[src/rtl/csa_mul_pkg.sv]
// Package: csa_mul_pkg
// Shared sizing and row type for the carry-save multiplier pipeline.
// Assumes unsigned operands of equal width. The reduction tree is fixed at
// six rows, so the operand width must stay at six.
package csa_mul_pkg;
    localparam int OP_W    = 6;
    localparam int PROD_W  = 2 * OP_W;
    localparam int ROWS_S1 = OP_W;      // partial-product rows
    localparam int ROWS_S2 = 4;         // after two parallel 3:2 compressors
    localparam int ROWS_S3 = 3;         // after one 3:2 compressor plus pass-through
    localparam int ROWS_S4 = 2;         // sum and carry vectors
    localparam int LATENCY = 5;

    typedef logic [PROD_W-1:0] row_t;
endpackage

[src/rtl/csa_ppgen.sv]
// Module: csa_ppgen
// Purely combinational partial-product generator. Row i is the multiplicand
// gated by multiplier bit i and shifted left by i, zero-extended to RES_W.
// Assumes RES_W >= 2*OPW so no shifted bit is lost.
module csa_ppgen #(
    parameter int OPW   = 6,
    parameter int RES_W = 12
) (
    input  logic                       [OPW-1:0]   mcand,
    input  logic                       [OPW-1:0]   mplier,
    output logic [OPW-1:0][RES_W-1:0]              rows
);
    localparam int PAD_W = RES_W - OPW;

    genvar gi;
    generate
        for (gi = 0; gi < OPW; gi++) begin : g_row
            // One shifted, gated copy of the multiplicand per multiplier bit
            assign rows[gi] = {{PAD_W{1'b0}}, (mcand & {OPW{mplier[gi]}})} << gi;
        end
    endgenerate
endmodule

[src/rtl/csa_3to2.sv]
// Module: csa_3to2
// Combinational carry-save adder: three W-bit vectors in, a sum vector and a
// left-shifted carry vector out, with no carry rippling between positions.
// Assumes the caller's total fits in W bits, so the carry shifted out of the
// top position is always zero.
module csa_3to2 #(
    parameter int W = 12
) (
    input  logic [W-1:0] x,
    input  logic [W-1:0] y,
    input  logic [W-1:0] z,
    output logic [W-1:0] sum,
    output logic [W-1:0] carry
);
    logic [W-1:0] maj;

    // Bitwise full-adder sum and majority, carries moved up one place
    always_comb begin
        sum   = x ^ y ^ z;
        maj   = (x & y) | (x & z) | (y & z);
        carry = maj << 1;
    end
endmodule

[src/rtl/csa_ripple_cpa.sv]
// Module: csa_ripple_cpa
// Combinational ripple carry-propagate adder for the final two vectors.
// Assumes the true sum fits in W bits; the carry out of the top is discarded.
module csa_ripple_cpa #(
    parameter int W = 12
) (
    input  logic [W-1:0] a,
    input  logic [W-1:0] b,
    output logic [W-1:0] s
);
    logic [W-1:0] c;

    assign c[0] = 1'b0;

    genvar gi;
    generate
        for (gi = 0; gi < W; gi++) begin : g_bit
            // Sum bit of one full adder cell
            assign s[gi] = a[gi] ^ b[gi] ^ c[gi];
            if (gi < W - 1) begin : g_carry
                // Carry into the next cell
                assign c[gi+1] = (a[gi] & b[gi]) | (a[gi] & c[gi]) | (b[gi] & c[gi]);
            end
        end
    endgenerate
endmodule

[src/rtl/csa_pipe_mul.sv]
// Module: csa_pipe_mul
// Five-stage unsigned multiplier:
//   stage 1 partial products (6 rows)
//   stage 2 6->4 rows
//   stage 3 4->3 rows
//   stage 4 3->2 rows
//   stage 5 carry-propagate add
// Assumes one pair per clock and no backpressure. Valid flags are cleared by
// synchronous active-low reset; data registers load only with a valid item,
// and the product output holds between valid results.
module csa_pipe_mul
    import csa_mul_pkg::*;
(
    input  logic              clk,
    input  logic              rst_n,
    input  logic              in_valid,
    input  logic [OP_W-1:0]   in_a,
    input  logic [OP_W-1:0]   in_b,
    output logic              out_valid,
    output logic [PROD_W-1:0] out_product
);
    logic [LATENCY-1:0]         vld;
    logic                       s1_valid, s2_valid, s3_valid, s4_valid;

    row_t [ROWS_S1-1:0]         pp_rows;
    row_t [ROWS_S1-1:0]         s1_rows;
    row_t [ROWS_S2-1:0]         s2_next, s2_rows;
    row_t [ROWS_S3-1:0]         s3_next, s3_rows;
    row_t [ROWS_S4-1:0]         s4_next, s4_rows;
    row_t                       cpa_sum;

    assign s1_valid  = vld[0];
    assign s2_valid  = vld[1];
    assign s3_valid  = vld[2];
    assign s4_valid  = vld[3];
    assign out_valid = vld[4];

    // Valid flag shift chain, one stage per clock
    always_ff @(posedge clk) begin
        if (!rst_n) vld <= '0;
        else        vld <= {vld[LATENCY-2:0], in_valid};
    end

    // Stage 1: partial-product rows
    csa_ppgen #(.OPW(OP_W), .RES_W(PROD_W)) u_ppgen (
        .mcand  (in_a),
        .mplier (in_b),
        .rows   (pp_rows)
    );

    // Capture partial products for a valid pair
    always_ff @(posedge clk) begin
        if (in_valid) s1_rows <= pp_rows;
    end

    // Stage 2: two compressors in parallel, six rows to four
    csa_3to2 #(.W(PROD_W)) u_csa2_lo (
        .x(s1_rows[0]), .y(s1_rows[1]), .z(s1_rows[2]),
        .sum(s2_next[0]), .carry(s2_next[1])
    );
    csa_3to2 #(.W(PROD_W)) u_csa2_hi (
        .x(s1_rows[3]), .y(s1_rows[4]), .z(s1_rows[5]),
        .sum(s2_next[2]), .carry(s2_next[3])
    );

    // Capture the four stage-2 rows
    always_ff @(posedge clk) begin
        if (s1_valid) s2_rows <= s2_next;
    end

    // Stage 3: one compressor, fourth row bypasses
    csa_3to2 #(.W(PROD_W)) u_csa3 (
        .x(s2_rows[0]), .y(s2_rows[1]), .z(s2_rows[2]),
        .sum(s3_next[0]), .carry(s3_next[1])
    );
    assign s3_next[2] = s2_rows[3];

    // Capture the three stage-3 rows
    always_ff @(posedge clk) begin
        if (s2_valid) s3_rows <= s3_next;
    end

    // Stage 4: final compressor leaves a sum and a carry vector
    csa_3to2 #(.W(PROD_W)) u_csa4 (
        .x(s3_rows[0]), .y(s3_rows[1]), .z(s3_rows[2]),
        .sum(s4_next[0]), .carry(s4_next[1])
    );

    // Capture the two stage-4 vectors
    always_ff @(posedge clk) begin
        if (s3_valid) s4_rows <= s4_next;
    end

    // Stage 5: carry-propagate addition
    csa_ripple_cpa #(.W(PROD_W)) u_cpa (
        .a(s4_rows[0]),
        .b(s4_rows[1]),
        .s(cpa_sum)
    );

    // Product register: cleared by reset, loads only with a valid result
    always_ff @(posedge clk) begin
        if (!rst_n)        out_product <= '0;
        else if (s4_valid) out_product <= cpa_sum;
    end
endmodule

[config.mk]
export PLATFORM = sky130hd
export DESIGN_NAME = csa_pipe_mul
export DESIGN_NICKNAME = d
export VERILOG_FILES = /design/src/rtl/csa_mul_pkg.sv /design/src/rtl/csa_ppgen.sv /design/src/rtl/csa_3to2.sv /design/src/rtl/csa_ripple_cpa.sv /design/src/rtl/csa_pipe_mul.sv
export SDC_FILE = /design/constraint.sdc
export NUM_CORES = 1
export LEC_CHECK = 0
export CAP_MARGIN = 25
export CORE_ASPECT_RATIO = 1.5
export CORE_MARGIN = 2
export CORE_UTILIZATION = 65
export CTS_CLUSTER_SIZE = 8
export DETAILED_ROUTE_END_ITERATION = 10
export PLACE_DENSITY = 0.92
export SETUP_SLACK_MARGIN = 0.4
export SYNTH_ARGS = -nofsm -noshare
export SYNTH_HDL_FRONTEND = slang
export SYNTH_HIERARCHICAL = 1
export SYNTH_SLANG_ARGS = --single-unit
[constraint.sdc]
create_clock -name clk -period 12.35 [get_ports clk]
set_clock_uncertainty 0.15 [all_clocks]
set_input_delay 2.47 -clock clk [delete_from_list [all_inputs] [get_ports clk]]
set_output_delay 2.47 -clock clk [all_outputs]
set_load 0.005 [all_outputs]
Word-level counts from Yosys, hierarchy flattened
Index checks and enable logic that the tools add are counted. W data, S select, Z words.

Flip-flop bits (word level): 156. Input bits: 15. Output and inout port bits: 13.

Bitwise gates (word level): 101.

Operators by type and width (number): $or A11 B11 Y11 (8); $and A11 B11 Y11 (6); $xor A12 B12 Y12 (4); $and A6 B6 Y6 (6); $and A1 B1 Y1 (28); $xor A1 B1 Y1 (21); $or A1 B1 Y1 (18); $xor A12 B11 Y12 (1); $xor A12 B8 Y12 (1); $and A10 B11 Y11 (1); $and A9 B11 Y11 (1); $and A9 B10 Y10 (1); $xor A9 B10 Y10 (1); $and A6 B8 Y8 (1); $and A7 B8 Y8 (1); $and A6 B7 Y7 (1); $xor A6 B7 Y7 (1).

Depth between registers and ports, before layout
Depth in word-level cells: 29. Gate-level depth with buffers: 14.

Cells and area by module
The synthesis kept the hierarchy.

By module, submodules not included: csa_pipe_mul (times used 1, cells each 229, area an instance 6008.3 µm²); csa_3to2 (times used 4, cells each 14, area an instance 255.2 µm²); csa_ppgen (times used 1, cells each 73, area an instance 499.2 µm²); csa_ripple_cpa (times used 1, cells each 12, area an instance 236.5 µm²).

Least setup slack after synthesis
No wires, ideal clock.

Kind: reg2reg. Start: reg s4_rows[0] (netlist name). End: reg out_product[11]. Library setup time: 0.116 ns. Arrival: 4.843 ns. Required time: 12.084 ns. Path slack: 7.241 ns. Stages on the path, launching flop included: 15. Path through: edfxtp_1 > ha_1 > fa_1 > fa_1 > fa_1 > fa_1 > fa_1 > fa_1 > fa_1 > fa_1 > fa_1 > fa_1 > xor3_1 > mux2i_1 > nor2b_1.

RTL lines: end signal, assigned (line csa_pipe_mul.sv:104) `else if (s4_valid) out_product <= cpa_sum;`; end, declared (line csa_pipe_mul.sv:20) `output logic [PROD_W-1:0] out_product`.

==> results.md <==
* Post-cts sizing count at 0
* Clock Latency Late Sink at 410 ps
* Layout cells sized above 1 at 8.49%
* CTS Hold Bufs at 0
* Fraction of registers with async set/reset at 0%
* Slew @ Worst Pin at 993 ps
* Cell Count, Final, Fillers Out at 574
* Fin Setup TNS at 0 ps
* Die area at 12,900 µm²
* First-pass DRT Iterations at 4
* Synth top area cells: edfxtp_1 70%, fa_1 14%, dfxtp_1 4.4%, buf_4 3.9%, and2_1 3.2%
* Crit Path Max Fanout at 1
* Diode count at 0
* Vias in the first global route at 3,193
* Total power at 1.41 mW
* Max Freq at 182 MHz
* Cell Area, Placed at 8030 µm²
* Ys flop type: edfxtp_1
* Mapped Area at 7760 µm²
* Initial DRC count at 163
* DRC at 0
* Ports at 28
* # setup viols final at 0
* Arrival @ worst endpoint at 5640 ps
* DRT antenna net count at 0
* Port Buf Inserts at 27
* Die Wd at 93.2 µm
* Syn. warnings at 6
* Mapped Cells at 370
* Setup bufs post-CTS at 0
* Hold crit path type: reg -> reg
* Tmin final at 5480 ps
* Mean Syn Cell Area at 21.0 µm²
* Worst setup EP type: register
* Final slew viol count at 0
* Placed insts at 541
* Worst ir drop on vdd at 0.112 mV
* LEAKAGE at 2.99 nW
* Post-synth EDFFs at 180
* DR vias at 2,923
* Startpoint types: register
* Synth cell count leaders: 180 x edfxtp_1, 54 x fa_1, 40 x and2_1, 40 x buf_4, 17 x dfxtp_1
* Post-DR vias/cell at 5.09
* Design area at 8640 µm²
* Yosys top cell by area: edfxtp_1
* CTS Sinks at 197
* WHS Path Cells at 0
* CTS buffer count at 17
* Fin. Hold Viols at 0
* Clock root buffer: clkbuf_16
* RSZ-0062 raised after global routing: no
* # rows at 48
* Final GP Congestion at 0.692
* Nets at 481
* R2R cell count at 14
* Path type of the worst setup path: reg -> reg
* Number of distinct library cells after synthesis at 14
* Initial Util at 67.0%
* Status: completed
* Die Ht at 138 µm
* CTS Buffer Depth at 2
* Post-synthesis sequential area ratio at 74.0%
* Power Density at 163 nW/µm²
* #FFs+latches synth at 197
* Average wire per standard cell at 17.8 µm
* Final period utilization at 44.4%
* Largest net degree at the start of global routing at 74
* Antenna violations before repair at 0
* Synth-to-layout area growth at 11.3%
* Post-Route WL at 10.2 mm
* Final Util at 74.6%
* CTS tree: done
* Core area at 11,600 µm²
* Critical Path RT at 12,500 ps
* First-pass GRT wire length at 16.3 mm
* Clk slew on worst S/H paths at 60 ps
* Max-Slew Margin vs Limit at 33.7%
* Max_cap viols at 0
* Total grt overflow at 0
* Top-count cell post-synth: edfxtp_1
* HPWL after DPL at 6.37 mm
* GRT Overall Usage at 18.0%
* Synth top area share at 69.6%
* H-tree Lvls at 4
## critical path, stage by stage, from the launching register on
cell      delay, ps
edfxtp_1        380
ha_1            220
fa_1            390
fa_1            400
fa_1            390
fa_1            400
fa_1            400
fa_1            410
fa_1            410
fa_1            420
fa_1            400
fa_1            370
xor3_1          380
mux2i_1         170
nor2b_1          70
## path summary, 6_finish.rpt
| kind | from | endpoint | slack (ps) |
|---|---|---|---|
| worst min-delay path | s2_rows[40] | s3_rows[28] | 270 |
| worst min register to register | s2_rows[40] | s3_rows[28] | 270 |
| worst max-delay path | s4_rows[0] | out_product[11] | 6870 |
| worst max register to register | s4_rows[0] | out_product[11] | 6870 |
## state kept, by name, indices dropped and copies added (netlist names)
name         cells
out_product     12
s1_rows         72
s2_rows         48
s3_rows         36
s4_rows         24
vld              5
## cell type report
cell class                 instances  area (µm²)
clock inverter                    11         124
sequential                       197        5750
multi-input combinational        165        1820
timing repair buffer              30         300
fill                             625        2950
clock buffer                      21         470
tap                              150         188
## placed cells by master, fill, tap and decap left out, types with 5 or more instances in the layout
master	instances
and2_1	40
clkbuf_16	17
clkdlybuf4s50_1	26
conb_1	40
dfxtp_1	16
edfxtp_1	180
fa_1	54
mux2i_1	12
nor2b_1	12
xor3_1	5
## stage by stage
stage	setup WS (ps)	hold slack [ps]
after floorplan	7240	250
after global placement	7110	253
after detailed placement	6890	255
after CTS	6840	265
after global routing	6680	266
final	6870	265
## logic make-up after synthesis
kind of cell	share of synthesized area, %
other	0.242
xor gates and xnor gates	1.53
and+or+nand+nor	4.29
muxes	1.55
DFF	74.0
adders and majority gates	14.1
buffers and inverters	4.32
## report_power, final
part           switching, mW  internal, mW
registers             0.0238         0.784
clock network          0.224         0.315
logic                 0.0333        0.0319
total                  0.281          1.13
## per-layer routing
metal	GRT usage, %	vias up	share of wire, %
met4	7.11	0	1.5
met3	4.40	10	2.3
met1	21.4	1535	40
li1	-	1318	-
met5	0	-	0
met2	31.9	60	56
(Power assumes the default switching activity.)
